==> src/rtl/tdc_pkg.sv <==
package tdc_pkg;
  localparam int TDC_TAPS = 7;

  typedef struct packed {
    logic countEn;
    logic capture;
    logic clear;
    logic publish;
  } tdcStrobe_t;
endpackage

==> src/rtl/tdc_ctrl.sv <==
module tdc_ctrl
  import tdc_pkg::*;
#(
  parameter int CAP_DELAY = 4
) (
  input  logic       clk,
  input  logic       rstN,
  input  logic       measEn,
  output tdcStrobe_t strobe
);
  localparam int DW = $clog2(CAP_DELAY + 1);
  localparam logic [DW-1:0] DLY_LOAD = DW'(CAP_DELAY - 1);

  typedef enum logic [1:0] {S_IDLE, S_WAIT, S_CAP, S_CLR} ctrlState_t;

  ctrlState_t state;
  logic enQ, enD;
  logic [DW-1:0] delayCnt;
  logic enFall;

  assign enFall = enD & ~enQ;

  always_ff @(posedge clk or negedge rstN) begin
    if (!rstN) begin
      enQ <= 1'b0;
      enD <= 1'b0;
    end else begin
      enQ <= measEn;
      enD <= enQ;
    end
  end

  always_ff @(posedge clk or negedge rstN) begin
    if (!rstN) begin
      state    <= S_IDLE;
      delayCnt <= '0;
    end else begin
      case (state)
        S_IDLE: if (enFall) begin
          state    <= S_WAIT;
          delayCnt <= DLY_LOAD;
        end
        S_WAIT: begin
          if (delayCnt == '0) state <= S_CAP;
          else delayCnt <= delayCnt - 1'b1;
        end
        S_CAP:   state <= S_CLR;
        default: state <= S_IDLE;
      endcase
    end
  end

  always_comb begin
    strobe.countEn = (state == S_IDLE) && enQ;
    strobe.capture = (state == S_CAP);
    strobe.clear   = (state == S_CLR);
    strobe.publish = (state == S_CLR);
  end

  // clearing always follows a capture by one cycle
  a_r7_clear_after_capture: assert property (@(posedge clk) disable iff (!rstN)
    strobe.capture |=> strobe.clear);

  // capture and clear are single-cycle strobes
  a_r6_capture_single: assert property (@(posedge clk) disable iff (!rstN)
    strobe.capture |=> !strobe.capture);

  // no counting is enabled while a result is being formed
  a_r3_no_count_busy: assert property (@(posedge clk) disable iff (!rstN)
    (strobe.capture || strobe.clear) |-> !strobe.countEn);
endmodule

==> src/rtl/tdc_adder_tree.sv <==
module tdc_adder_tree
  import tdc_pkg::*;
#(
  parameter int CNT_W = 6
) (
  input  logic [TDC_TAPS-1:0][CNT_W-1:0] capIn,
  output logic [CNT_W+2:0]               sumOut
);
  localparam int L1W = CNT_W + 1;
  localparam int L2W = CNT_W + 2;
  localparam int L3W = CNT_W + 3;

  logic [2:0][L1W-1:0] lvl1;
  logic [L1W-1:0]      spare;
  logic [1:0][L2W-1:0] lvl2;

  genvar g;
  generate
    for (g = 0; g < 3; g++) begin : gLvl1
      assign lvl1[g] = {1'b0, capIn[2*g]} + {1'b0, capIn[2*g+1]};
    end
  endgenerate

  assign spare   = {1'b0, capIn[TDC_TAPS-1]};
  assign lvl2[0] = {1'b0, lvl1[0]} + {1'b0, lvl1[1]};
  assign lvl2[1] = {1'b0, lvl1[2]} + {1'b0, spare};
  assign sumOut  = L3W'({1'b0, lvl2[0]} + {1'b0, lvl2[1]});
endmodule

==> src/rtl/tdc_datapath.sv <==
module tdc_datapath
  import tdc_pkg::*;
#(
  parameter int CNT_W = 6
) (
  input  logic                clk,
  input  logic                rstN,
  input  logic [TDC_TAPS-1:0] tapIn,
  input  tdcStrobe_t          strobe,
  output logic [CNT_W+2:0]    sumOut,
  output logic                sumValid
);
  localparam logic [CNT_W-1:0] CNT_MAX = {CNT_W{1'b1}};

  logic [TDC_TAPS-1:0] tapQ, tapPrev, tapRise;
  logic [TDC_TAPS-1:0][CNT_W-1:0] cnt;
  logic [TDC_TAPS-1:0][CNT_W-1:0] capReg;
  logic [CNT_W+2:0] treeSum;

  always_ff @(posedge clk or negedge rstN) begin
    if (!rstN) begin
      tapQ    <= '0;
      tapPrev <= '0;
    end else begin
      tapQ    <= tapIn;
      tapPrev <= tapQ;
    end
  end

  assign tapRise = tapQ & ~tapPrev;

  genvar t;
  generate
    for (t = 0; t < TDC_TAPS; t++) begin : gTap
      always_ff @(posedge clk or negedge rstN) begin
        if (!rstN)
          cnt[t] <= '0;
        else if (strobe.clear)
          cnt[t] <= '0;
        else if (strobe.countEn && tapRise[t] && (cnt[t] != CNT_MAX))
          cnt[t] <= cnt[t] + 1'b1;
      end

      always_ff @(posedge clk or negedge rstN) begin
        if (!rstN) capReg[t] <= '0;
        else if (strobe.capture) capReg[t] <= cnt[t];
      end

      // a saturated counter stays put until cleared
      a_r4_sat_hold: assert property (@(posedge clk) disable iff (!rstN)
        (cnt[t] == CNT_MAX && !strobe.clear) |=> cnt[t] == CNT_MAX);

      // counts do not move while counting is disabled
      a_r3_idle_stable: assert property (@(posedge clk) disable iff (!rstN)
        (!strobe.countEn && !strobe.clear) |=> $stable(cnt[t]));

      // a clear leaves the counter at zero
      a_r7_cleared: assert property (@(posedge clk) disable iff (!rstN)
        strobe.clear |=> cnt[t] == '0);
    end
  endgenerate

  tdc_adder_tree #(.CNT_W(CNT_W)) u_tree (
    .capIn  (capReg),
    .sumOut (treeSum)
  );

  always_ff @(posedge clk or negedge rstN) begin
    if (!rstN) begin
      sumOut   <= '0;
      sumValid <= 1'b0;
    end else begin
      sumValid <= strobe.publish;
      if (strobe.publish) sumOut <= treeSum;
    end
  end

  // the valid flag lasts a single cycle
  a_r6_valid_pulse: assert property (@(posedge clk) disable iff (!rstN)
    sumValid |=> !sumValid);

  // the result only changes together with a valid pulse
  a_r8_hold: assert property (@(posedge clk) disable iff (!rstN)
    !sumValid |-> $stable(sumOut));
endmodule

==> src/rtl/gro_tdc_backend.sv <==
module gro_tdc_backend
  import tdc_pkg::*;
#(
  parameter int CNT_W     = 6,
  parameter int CAP_DELAY = 4
) (
  input  logic                clk,
  input  logic                rstN,
  input  logic                measEn,
  input  logic [TDC_TAPS-1:0] tapIn,
  output logic [CNT_W+2:0]    sumOut,
  output logic                sumValid
);
  tdcStrobe_t strobe;

  tdc_ctrl #(.CAP_DELAY(CAP_DELAY)) u_ctrl (
    .clk    (clk),
    .rstN   (rstN),
    .measEn (measEn),
    .strobe (strobe)
  );

  tdc_datapath #(.CNT_W(CNT_W)) u_dp (
    .clk      (clk),
    .rstN     (rstN),
    .tapIn    (tapIn),
    .strobe   (strobe),
    .sumOut   (sumOut),
    .sumValid (sumValid)
  );
endmodule

==> config.mk <==
export PLATFORM = sky130hd
export DESIGN_NAME = gro_tdc_backend
export DESIGN_NICKNAME = d
export VERILOG_FILES = /design/src/rtl/tdc_pkg.sv /design/src/rtl/tdc_ctrl.sv /design/src/rtl/tdc_adder_tree.sv /design/src/rtl/tdc_datapath.sv /design/src/rtl/gro_tdc_backend.sv
export SDC_FILE = /design/constraint.sdc
export NUM_CORES = 1
export LEC_CHECK = 0
export BUFFER_PORTS_ARGS = -buffer_cell sky130_fd_sc_hd__buf_4
export CAP_MARGIN = 20
export CORE_AREA = 4 4 117 119
export DETAILED_ROUTE_END_ITERATION = 8
export DIE_AREA = 0 0 121 123
export MAX_ROUTING_LAYER = met4
export PLACE_DENSITY = 0.6
export SETUP_SLACK_MARGIN = 0.2
export SLEW_MARGIN = 10
export SYNTH_ARGS = -nofsm -noshare
export SYNTH_HDL_FRONTEND = slang
export SYNTH_SLANG_ARGS = --single-unit
==> constraint.sdc <==
create_clock -name clk -period 5.79 [get_ports clk]
set_clock_uncertainty 0.2 [all_clocks]
set_input_delay 0.579 -clock clk [delete_from_list [all_inputs] [get_ports clk]]
set_output_delay 0.579 -clock clk [all_outputs]
set_load 0.03 [all_outputs]
### Word-level counts from Yosys, hierarchy flattened

Index checks and enable logic that the tools add are counted.

* add/sub/neg operators: 14
* muxes and demuxes: 20
* equal/unequal tests: 13
* reduce and logical (&&, ||, !) cells: 27
* bitwise logic cells: 4

Operators by type and width (count)
* two-way mux 6 bit: 14
* adder 6 x 1 -> 6 bit, second input constant: 7
* inequality test 6 bit, second input constant: 7
* adder 6 x 6 -> 7 bit: 3
* nonzero test 2 bit: 8
* logical AND 1 bit: 15
* adder 8 x 8 -> 9 bit: 1
* adder 7 x 6 -> 8 bit: 1
* adder 7 x 7 -> 8 bit: 1
* bitwise AND 7 bit: 1
* inverter 7 bit: 1
* two-way mux 3 bit: 2
* case mux 2 bit (3 select lines): 1
* case mux 3 bit (2 select lines): 1
* == test 2 bit, second input constant: 2
* two-way mux 2 bit: 2
* inequality test 2 x 1 -> 1 bit, second input constant: 2
* logical NOT 3 bit: 1
* AND reduction 3 bit: 1
* subtractor 3 x 1 -> 3 bit, second input constant: 1
* == test 2 x 1 -> 1 bit, second input constant: 1
* logical NOT 2 bit: 1
* inequality test 2 bit, second input constant: 1
* AND reduction 2 bit: 1
* other kinds (2): 2

* logic and storage cells: 100
* output and inout port bits: 10
* register bits after elaboration: 115
* input port bits: 10

### Longest topological paths before layout

Gate-level depths: netlist of the first run.

* word-level depth: 6
* gate-level depth with buffers: 13
* depth with buffers taken out: 13

### Cells and area by module

From an unflattened synthesis of the first run, not the netlist that was laid out.

* cells, all modules: 525
* area, all modules: 6129.6 µm²

Modules (own cells, without submodules)
* tdc_datapath: instances 1, area each 4543.1 µm², cells each 350, seq. area each 2702.6 µm²
* tdc_adder_tree: instances 1, area each 1098.6 µm², cells each 129, seq. area each 0.0 µm²
* tdc_ctrl: instances 1, area each 488.0 µm², cells each 46, seq. area each 175.2 µm²

### Worst setup path before layout of the first run

No wires, ideal clock.

* path type: flip-flop to flip-flop
* start: reg u_dp.capReg[2] (netlist name)
* end: reg u_dp.sumOut[5]
* slack: 1.931 ns
* buffers on the path: 0
* stages on the path, launching flop included: 13
* setup time: 0.125 ns
* period minus slack after synthesis: 3.859 ns
* data required time: 5.465 ns
* arrival: 3.534 ns
* path through: dfrtp_1 -> inv_1 -> fa_1 -> inv_1 -> fa_1 -> fa_1 -> inv_1 -> fa_1 -> fa_1 -> nor2b_1 -> o31a_1 -> a21oi_1 -> mux2_2

* longest elaborated chain between the ends: 3

Ends and longest elaborated chain
* start: declaration: line tdc_datapath.sv:17 `logic [TDC_TAPS-1:0][CNT_W-1:0] capReg;`
* start signal: indexed assignment: line tdc_datapath.sv:46 `else if (strobe.capture) capReg[t] <= cnt[t];`
* adder 6 x 6 -> 7 bit: line tdc_adder_tree.sv:20 `assign lvl1[g] = {1'b0, capIn[2*g]} + {1'b0, capIn[2*g+1]};`
* adder 7 x 7 -> 8 bit: line tdc_adder_tree.sv:25 `assign lvl2[0] = {1'b0, lvl1[0]} + {1'b0, lvl1[1]};`
* adder 8 x 8 -> 9 bit: line tdc_adder_tree.sv:27 `assign sumOut = L3W'({1'b0, lvl2[0]} + {1'b0, lvl2[1]});`
* end signal: assignment: line tdc_datapath.sv:74 `if (strobe.publish) sumOut <= treeSum;`
* end: declaration: line tdc_datapath.sv:10 `output logic [CNT_W+2:0] sumOut,`

Every way passes these cells.
A chain may end at the register's enable or synchronous reset.

### Worst setup path after layout of the first run

Ends and elaborated chain as after synthesis.

==> results of run 1 <==
registers in the layout, summed over array words and instances, names as in the netlist:
signal and count:
u_dp.tapPrev 7, u_ctrl.state 2, u_ctrl.enQ 1, u_dp.cnt 42, u_dp.sumValid 1, u_ctrl.enD 1, u_dp.capReg 42, u_ctrl.delayCnt 3
u_dp.sumOut 9, u_dp.tapQ 7
layout make-up:
type	instances	area share, %
Clock buffer	23	7.363
Timing Repair Buffer	22	2.394
Multi-Input combinational cell	346	39.59
Tap cell	172	3.119
Sequential cell	115	41.71
Clock inverter	9	1.795
Inverter	74	4.026
cells in the final DEF, fill, tap and decap left out, types with 4 or more instances in the layout:
master,synthesis,routed
dfrtp_1,115,115
nand4b_1,4,4
a31oi_1,4,4
a21oi_1,15,15
nand4_1,5,5
ha_1,25,23
inv_1,74,74
and4b_1,4,4
nand2b_1,4,4
o21ai_0,40,40
o211ai_1,5,5
a211oi_1,7,7
buf_4,1,22
mux2i_1,10,10
xor2_1,12,12
nor2b_1,7,7
xnor2_1,6,6
nand2_1,39,39
clkbuf_8,0,6
clkinv_2,0,5
nor2_1,41,41
fa_1,28,28
o21bai_1,4,4
nor3_1,7,7
nand3_1,11,11
clkbuf_16,0,17
and3_1,5,5
mux2_2,19,19
and2_1,4,4
worst max path at each step:
| stage | startpoint | end |
|---|---|---|
| 2_1_floorplan | u_dp.capReg[2]$_DFFE_PN0N_ | u_dp.sumOut[5]$_DFFE_PN0P_ |
| 3_3_place_gp | u_dp.capReg[2]$_DFFE_PN0N_ | u_dp.sumOut[6]$_DFFE_PN0P_ |
| 3_5_place_dp | u_dp.capReg[2]$_DFFE_PN0N_ | u_dp.sumOut[6]$_DFFE_PN0P_ |
| 4_1_cts | u_dp.capReg[2]$_DFFE_PN0N_ | u_dp.sumOut[6]$_DFFE_PN0P_ |
| 5_1_grt | u_dp.capReg[2]$_DFFE_PN0N_ | u_dp.sumOut[6]$_DFFE_PN0P_ |
| 6_report | u_dp.capReg[2]$_DFFE_PN0N_ | u_dp.sumOut[5]$_DFFE_PN0P_ |
metal layers:
| layer | share of wire (%) | track usage (%) | vias up |
|---|---|---|---|
| li1 | - | - | 1912 |
| met1 | 48 | 22.63 | 1912 |
| met2 | 47 | 25.36 | 46 |
| met3 | 3.1 | 4.620 | 19 |
| met4 | 1.7 | 6.374 | 0 |
| met5 | 0 | - | - |
worst max-delay path: stages (launching register included):
cell,delay (ns)
dfrtp_1,0.32
inv_1,0.06
fa_1,0.54
inv_1,0.06
fa_1,0.51
fa_1,0.55
inv_1,0.05
fa_1,0.50
fa_1,0.48
nor2b_1,0.16
o31a_1,0.18
a21oi_1,0.05
mux2_2,0.26
metrics by stage:
step / setup slack, ns / std cells / power, µW / util [%] / instance area [µm²]
after floorplan: 1.931 / 552 / 1634 / - / 5952
after detailed placement: 1.756 / 729 / 1892 / 49.87 / 6267
final: 1.756 / 761 / 2955 / 54.89 / 6899
after global placement: 1.799 / 729 / 1858 / 49.87 / 6267
after CTS: 1.710 / 761 / 3007 / 54.89 / 6899
after global routing: 1.537 / 761 / 3166 / 54.89 / 6899
power groups by stage:
stage	Sequential [µW]	Combinational, µW	Clock [µW]
after floorplan	1050	581	0
after global placement	1040	822	0
after detailed placement	1040	851	0
after CTS	1030	855	1120
after global routing	1050	957	1160
final	1030	827	1100
cell families (layout without fill, tap and decap cells):
logic type      count (synthesis)  after routing  share of synthesized area [%]
mux                            29             29                          5.277
simple gates                  146            146                          12.61
xor+xnor                       18             18                          2.649
compound gates                100            100                          10.60
fa+ha+maj                      53             53                          14.67
buf+inv                        91            128                          5.844
flops                         115            115                          48.35
==> summary.md, run 1 <==
| Metric | Value |
|---|---|
| Critical Path Source Type | register |
| Fin. max-slew vios | 0 |
| Drt total wl | 11130 µm |
| Comb power frac | 28.0% |
| Clock Tree Buf Depth | 2 |
| CTS resizes | 0 |
| Synthesized area | 5952 µm² |
| P&R area growth vs syn | 15.91% |
| Initial antenna violation count | 0 |
| Relative slew slack | 48.28% |
| Row cnt | 41 |
| Pin count of the biggest net entering global routing | 71 |
| RR Endpoint | u_dp.sumOut[5]$_DFFE_PN0P_ |
| Setup-failing EPs final | 0 |
| Seq cells post-synth | 115 |
| WHS | 0.04296 ns |
| Hold buffer count at CTS | 0 |
| Crit path max fanout | 3 |
| Slew @ Worst Pin | 0.7758 ns |
| Storage element area | 2878 µm² |
| Leak | 0.003239 µW |
| Hpwl dp | 7793 µm |
| Number of nets with antenna violations after routing | 0 |
| Vias | 3889 |
| Global route overflow | 0 |
| Status | completed |
| Synth top area share | 48.35% |
| Setup TNS | 0 ns |
| CTS buffer count | 17 |
| DIE AREA | 14880 µm² |
| Starting DRC count in detailed routing | 217 |
| Kind of critical path | reg -> reg |
| Antenna cell count | 0 |
| Synth Instances | 552 |
| Worst setup EP type | register |
| Reg clk slew, reported paths | 0.06 ns |
| Setup bufs post-CTS | 0 |
| Arrival @ worst endpoint | 4.13 ns |
| Mean Syn Cell Area | 10.78 µm² |
| Clk root buf | clkbuf_16 |
| Die Span X | 121 µm |
| DR DRC count | 0 |
| Switching share of power | 32.04% |
| Number of fill cells in the layout | 1079 |
| GRT Total Usage | 17.06% |
| Max Cap Viol | 0 |
| Vias per cell | 5.110 |
| Int Power | 2008 µW |
| Crit path time final | 4.034 ns |
| Clk pwr share | 37.3% |
| Worst reg2reg startpoint | u_dp.capReg[2]$_DFFE_PN0N_ |
| P_sw | 946.9 µW |
| Reg2Reg Depth | 12 |
| Drt wl/cell | 14.63 µm |
| Number of global-route vias before repair | 3950 |
| Layout cells sized above 1 | 13.75% |
| Hold WC Path Type | in -> async |
| Fmax | 247.9 MHz |
| Synth warn | 0 |
| CTS tree | yes |
| VDD IR max | 223.0 µV |
| Required time of the critical path | 5.89 ns |
| Largest area contributor in the netlist | dfrtp_1 |
| Top cells by area, synth | dfrtp_1 (48%), fa_1 (9.4%), ha_1 (5.3%) |
| RSZ-0062 raised after global routing | no |
| Initial core utilization | 47.36% |
| Multi-input gate area | 2731 µm² |
| Global placer's final weighted congestion | 0.7929 |
| Io pins | 20 |
| Clock sink count | 115 |
| Final Hold Fails | 0 |
| R2r setup slk | 1.76 ns |
| Fin crit share | 69.67% |
| Port bufs | 19 |
| Sequential share of power | 34.7% |
| Netlist cell types | 54 |
| Synth cell count leaders | dfrtp_1 (115), inv_1 (74), nor2_1 (41) |
| EDFF count, synth | 0 |
| Part of the Yosys area used for sequential elements | 48.35% |
| DRT Pass-1 Iters | 4 |
| H-tree Lvls | 4 |
| Mapped Nets | 615 |
| Ys flop type | dfrtp_1 |
| Core area | 12570 µm² |
| Asr flop ratio synth | 100.0% |
| Count leader, synth | dfrtp_1 |
| # nets final | 639 |
| Power Density | 428.3 nW/µm² |
| First-pass GRT wire length | 19090 µm |
| Worst-Skew Late Latency | 0.42 ns |
| Die height | 123 µm |
(Power assumes the default switching activity.)
==> run 2: changes to the inputs <==
- ABC_AREA: unset -> 1
- CORE_AREA: 4 4 117 119 -> 4 4 120 122
- DIE_AREA: 0 0 121 123 -> 0 0 124 126
- clock period: 5.79 -> 3.8 ns (I/O delays scaled with it)
==> run 2 against run 1 <==
Clock power grew 45%. Highest routed layer unchanged. Via count grew 16%. Largest power group is now combinational logic. First-iteration DRC count grew 70%. Worst hold slack gained 0.13 ns.
==> summary.md, run 2 <==
| Metric | Value |
|---|---|
| Status | completed |
| Final core utilization | 56.35% |
| Adder-cell share of the synthesized area | 13.92% |
| WHS | 0.1717 ns |
| Setup crit start | u_dp.capReg[2]$_DFFE_PN0N_ |
| Reg clk slew, reported paths | 0.05 ns |
| Core area | 13190 µm² |
| Compound-Gate Fraction of Synth Area | 5.344% |
| Final Hold Fails | 0 |
| Clk root buf | clkbuf_16 |
| Metal1 wirelength | 5919 µm |
| Crit path time final | 3.670 ns |
| Number of global-route vias before repair | 4583 |
| Setup crit end | u_dp.sumOut[6]$_DFFE_PN0P_ |
| Hpwl dp | 8495 µm |
| EDFF count, synth | 0 |
| Power Density | 721.2 nW/µm² |
| Fin. max-slew vios | 0 |
| Synth top area share | 45.86% |
| Most common cell after layout, fill and taps aside | nand2_1 |
| Global placer's final weighted congestion | 0.8572 |
| Initial antenna violation count | 0 |
| Io pins | 20 |
| Largest area contributor in the netlist | dfrtp_1 |
| P&R area growth vs syn | 18.44% |
| Pin count of the biggest net entering global routing | 61 |
| RR Endpoint | u_dp.sumOut[6]$_DFFE_PN0P_ |
| Fmax | 272.5 MHz |
| First-pass GRT wire length | 21800 µm |
| Seq cells post-synth | 115 |
| Antenna cell count | 0 |
| Synth warn | 0 |
| # nets final | 799 |
| Arrival @ worst endpoint | 3.77 ns |
| Initial core utilization | 47.57% |
| Global route overflow | 0 |
| VDD IR max | 397.9 µV |
| Setup TNS | 0 ns |
| Largest family of logic cells by synthesized area | simple AND/OR/NAND/NOR gates |
| Slew @ Worst Pin | 0.8317 ns |
| Synth Instances | 694 |
| Die height | 126 µm |
| Reg2Reg Depth | 16 |
| Layout cells sized above 1 | 19.23% |
| Synth cell count leaders | nand2_1 (186), dfrtp_1 (115), inv_1 (107) |
| Netlist cell types | 30 |
| Top Registers | u_dp.capReg x42, u_dp.cnt x42, u_dp.sumOut x9 |
| Top cells by area, synth | dfrtp_1 (46%), nand2_1 (11%), fa_1 (8.9%) |
| Hold WC Path Type | reg -> reg |
| Count leader, synth | nand2_1 |
| Crit path max fanout | 2 |
| Leak | 0.003772 µW |
| Commonest cells after routing, fill and taps aside | nand2_1 (179), dfrtp_1 (115), inv_1 (87) |
| DIE AREA | 15620 µm² |
| DR WL met3 | 355 µm |
| Setup-failing EPs final | 0 |
| Post-Synth Simple-Gate Area | 23.57% |
| Drt total wl | 12410 µm |
| Vias | 4524 |
| Starting DRC count in detailed routing | 369 |
| Vias per cell | 4.891 |
| Part of the Yosys area used for sequential elements | 45.86% |
| Worst setup EP type | register |
| XOR/XNOR Fraction of Synth Area | 2.373% |
| Asr flop ratio synth | 100.0% |
| DRT Pass-1 Iters | 5 |
| Port bufs | 19 |
| R2r setup slk | 0.13 ns |
| Max Cap Viol | 0 |
| Fin crit share | 96.58% |
| Number of nets with antenna violations after routing | 0 |
| CTS buffer count | 17 |
| Mapped Nets | 757 |
| Worst reg2reg startpoint | u_dp.capReg[2]$_DFFE_PN0N_ |
| RSZ-0062 raised after global routing | yes |
| Required time of the critical path | 3.90 ns |
| Mean Syn Cell Area | 9.041 µm² |
| Row cnt | 42 |
| DR DRC count | 0 |
| Total power | 5360 µW |
| Die Span X | 124 µm |
| Kind of critical path | reg -> reg |
| Drt wl/cell | 13.41 µm |
| Worst-Skew Late Latency | 0.42 ns |
| WL met2 | 5822 µm |
| Clock sink count | 115 |
| Synthesized area | 6275 µm² |
| DR top layer | met4 |
| Mux share of post-synthesis cell area | 0.7178% |
| CTS tree | yes |
| Critical Path Source Type | register |
| Clock Tree Buf Depth | 2 |
| GRT Total Usage | 18.42% |
| Relative slew slack | 44.47% |
| H-tree Lvls | 4 |
| Ys flop type | dfrtp_1 |
## run 2: metrics by stage
| step | instances | worst slack [ns] | instance area (µm²) |
|---|---|---|---|
| 4_1_cts | 921 | 0.08341 | 7383 |
| 2_1_floorplan | 694 | 0.2028 | 6290 |
| 3_3_place_gp | 877 | 0.09228 | 6605 |
| 6_report | 925 | 0.1300 | 7432 |
| 5_1_grt | 925 | -0.02155 | 7432 |
| 3_5_place_dp | 877 | -0.01125 | 6605 |
## run 2: worst min-delay path by stage
| stage | to | slack (ns) | start | depth (start not counted) |
|---|---|---|---|---|
| after detailed placement | u_dp.tapPrev[5]$_DFF_PN0_ | 0.16 | u_dp.tapQ[5]$_DFF_PN0_ | 0 |
| final | u_dp.tapPrev[6]$_DFF_PN0_ | 0.17 | u_dp.tapQ[6]$_DFF_PN0_ | 0 |
| after floorplan | u_ctrl.delayCnt[0]$_DFFE_PN0P_ | -0.12 | rstN | 0 |
| after global routing | u_dp.tapPrev[5]$_DFF_PN0_ | 0.18 | u_dp.tapQ[5]$_DFF_PN0_ | 0 |
| after global placement | u_dp.tapPrev[6]$_DFF_PN0_ | 0.16 | u_dp.tapQ[6]$_DFF_PN0_ | 0 |
| after CTS | u_dp.tapPrev[5]$_DFF_PN0_ | 0.17 | u_dp.tapQ[5]$_DFF_PN0_ | 0 |
## run 2: layer usage
metal | up-vias | global-route usage, %
met3 | 24 | 4.081
li1 | 2267 | -
met1 | 2162 | 24.62
met5 | - | -
met2 | 71 | 26.82
met4 | 0 | 8.441
## run 2: repair_timing
action | 4_1_cts | 5_1_grt
resized for setup | 19 | 21
buffers inserted | 3 | 4
pin swaps | 17 | 19
endpoints found under the hold margin | 63 | 0
hold buffers | 9 | 0
endpoints found under the setup margin | 5 | 7
## run 2: critical path: stages (launching register included)
cell and delay [ns]:
dfrtp_1 0.33, inv_2 0.04, fa_1 0.54, inv_2 0.04, fa_1 0.51, fa_1 0.52, inv_1 0.05, fa_1 0.53
inv_2 0.06, ha_4 0.27, nand2_2 0.05, nand2_2 0.07, nand3_2 0.10, nand2_2 0.07, nand2_1 0.05, nand3_1 0.06
nand2_1 0.05
## run 2: cell families after synthesis
group / Yosys count
xor gates and xnor gates: 17
DFF: 115
adders and majority gates: 53
muxes: 4
buffers and inverters: 126
and+or+nand+nor: 320
AOI/OAI and AO/OA: 59
## run 2: power by group
group	total, µW	switching, µW	internal, µW
Combinational	2180	1320	861
Clock	1590	565	1020
Sequential	1590	161	1430
## run 2: area by class of cell
type / instances / area [µm²]
clock buffers: 21 / 480.5
flip-flops and latches: 115 / 2878
fillers: 1144 / 5758
repair buffers: 38 / 332.8
multi-input cells: 453 / 2995
clock inverters: 11 / 107.6
inverters: 111 / 417.9
well taps: 176 / 220.2
==> run 3: changes to the inputs <==
- clock period: 3.8 -> 3.65 ns (I/O delays scaled with it)
==> run 3 against run 2 <==
The flow now finishes with violations (negative setup slack). Register-to-register slack lost 0.14 ns. Combinational power rose by 5%. Global-route usage decreased by 0.35 points. Cell area fell by 0.57%. Clock power is 3% higher. Non-clock buffer count down 4. Total power is 4.1% higher. Critical endpoint unchanged. Highest routed layer unchanged.
==> summary.md, run 3 (synthesis results as in run 2) <==
| Metric | Value |
|---|---|
| Crit path time final | 3.658 ns |
| Drt wl/cell | 13.06 µm |
| Worst-Skew Late Latency | 0.41 ns |
| Clk root buf | clkbuf_16 |
| DR DRC count | 0 |
| First-pass GRT wire length | 21350 µm |
| Hold path depth | 0 |
| Antenna cell count | 0 |
| Fmax | 273.4 MHz |
| Final core utilization | 56.02% |
| P&R area growth vs syn | 17.77% |
| Hold WC Path Type | reg -> reg |
| CTS buffer count | 17 |
| Crit path max fanout | 2 |
| Vias per cell | 4.863 |
| Worst setup EP type | register |
| Kind of critical path | reg -> reg |
| DIE AREA | 15620 µm² |
| # nets final | 795 |
| Worst reg2reg startpoint | u_dp.capReg[20]$_DFFE_PN0N_ |
| Int Power | 3496 µW |
| Setup-failing EPs final | 1 |
| Number of nets with antenna violations after routing | 0 |
| Setup crit end | u_dp.sumOut[6]$_DFFE_PN0P_ |
| Comb power frac | 41.0% |
| Fin crit share | 100.2% |
| Placed Cells | 878 |
| WHS | 0.1752 ns |
| Global route overflow | 0 |
| Max Cap Viol | 0 |
| Fin. max-slew vios | 0 |
| Levels on crit path | 16 |
| Starting DRC count in detailed routing | 243 |
| Final Non-Filler Cells | 919 |
| CP peak stage delay | 0.55 ns |
| Reg clk slew, reported paths | 0.05 ns |
| Initial core utilization | 47.57% |
| VDD IR max | 424.7 µV |
| Arrival @ worst endpoint | 3.76 ns |
| Switching share of power | 37.38% |
| P_sw | 2086 µW |
| Most common cell after layout, fill and taps aside | nand2_1 |
| Relative slew slack | 40.43% |
| Post-Layout Inst Area | 7390 µm² |
| H-tree Lvls | 4 |
| Row cnt | 42 |
| GRT Total Usage | 18.07% |
| Status | complete, but fails checks |
| Critical path's slowest cell | fa_1 |
| Required time of the critical path | 3.75 ns |
| CTS tree | yes |
| Setup crit start | u_dp.capReg[20]$_DFFE_PN0N_ |
| Hpwl dp | 8432 µm |
| Sequential share of power | 29.7% |
| Top Registers | u_dp.capReg x42, u_dp.cnt x42, u_dp.sumOut x9 |
| Final setup margin | -0.008056 ns |
| Clock Tree Buf Depth | 2 |
| Port bufs | 19 |
| RSZ-0062 raised after global routing | yes |
| Number of global-route vias before repair | 4428 |
| Global placer's final weighted congestion | 0.8925 |
| Io pins | 20 |
| Die Span X | 124 µm |
| DRT Pass-1 Iters | 4 |
| Pin count of the biggest net entering global routing | 70 |
| Initial antenna violation count | 0 |
| Leak | 0.003745 µW |
| Bufs and invs on worst path | 4 |
| RR Endpoint | u_dp.sumOut[6]$_DFFE_PN0P_ |
| Clock sink count | 115 |
| Failing checks | negative setup slack |
| Clk pwr share | 29.3% |
| Drt total wl | 12010 µm |
| Most used cell, CP | fa_1 |
| Die height | 126 µm |
| Commonest cells after routing, fill and taps aside | nand2_1 (180), dfrtp_1 (115), inv_1 (96) |
| Layout cells sized above 1 | 16.29% |
| Critical Path Source Type | register |
| Core area | 13190 µm² |
| Power Density | 755.3 nW/µm² |
| R2r setup slk | -0.008 ns |
| Placed inst area | 6638 µm² |
| Vias | 4469 |
| Final Hold Fails | 0 |
| CP cell instances | inv_2 -> fa_1 -> inv_2 -> fa_1 -> fa_1 -> inv_1 -> fa_1 -> inv_2 -> ha_4 -> nand2_2 -> nand2_2 -> nand3_2 -> nand2_2 -> nand2_1 -> nand3_1 -> nand2_1 |
| Reg2Reg Depth | 16 |
| Family with the most delay on the worst path | adder cells |
| Slew @ Worst Pin | 0.8936 ns |
-- run 3: how the worst min path moves through the flow --
stage | to | slack (ns) | start
finish | u_dp.tapPrev[6]$_DFF_PN0_ | 0.18 | u_dp.tapQ[6]$_DFF_PN0_
global route | u_dp.tapPrev[2]$_DFF_PN0_ | 0.18 | u_dp.tapQ[2]$_DFF_PN0_
CTS | u_dp.tapPrev[2]$_DFF_PN0_ | 0.18 | u_dp.tapQ[2]$_DFF_PN0_
detailed placement | u_dp.tapPrev[2]$_DFF_PN0_ | 0.17 | u_dp.tapQ[2]$_DFF_PN0_
global placement | u_dp.tapPrev[2]$_DFF_PN0_ | 0.16 | u_dp.tapQ[2]$_DFF_PN0_
floorplan | u_ctrl.delayCnt[0]$_DFFE_PN0P_ | -0.13 | rstN
-- run 3: area by class of cell --
cell class	count	area, µm²
Inverter	111	417.9
Multi-Input combinational cell	453	2994
Tap cell	176	220.2
Clock inverter	4	70.07
Timing Repair Buffer	34	290.3
Sequential cell	115	2878
Clock buffer	26	519.2
Fill cell	1190	5801
-- run 3: timing repair --
item / CTS / global route
hold buffers: 9 / 0
setup buffers: 1 / 1
gates cloned: 0 / 0
endpoints found under the hold margin: 76 / 0
pin swaps: 3 / 4
resized for setup: 8 / 9
setup endpoints to repair: 7 / 7
-- run 3: power by group through the flow --
stage	sequential, µW	clock (µW)	combinational (µW)
floorplan	1720	0	1480
global placement	1670	0	1990
detailed placement	1670	0	2030
global route	1680	1760	2640
CTS	1660	1680	2210
finish	1660	1640	2290
-- run 3: routing by layer --
metal / up-vias / global-route usage [%] / part of all wire [%]
met4: 0 / 5.992 / 1.2
met3: 10 / 4.843 / 3.4
met2: 47 / 25.90 / 47
met1: 2166 / 25.04 / 48
li1: 2246 / - / -
met5: - / - / 0
-- run 3: stage by stage --
| step | TNS, ns | power [µW] | worst slack [ns] |
|---|---|---|---|
| after floorplan | 0 | 3197 | 0.1366 |
| after detailed placement | -0.03405 | 3706 | -0.03405 |
| after global routing | -0.7229 | 6078 | -0.1670 |
| after CTS | 0 | 5548 | 0.007015 |
| after global placement | 0 | 3656 | 0.01304 |
| final | -0.008056 | 5582 | -0.008056 |
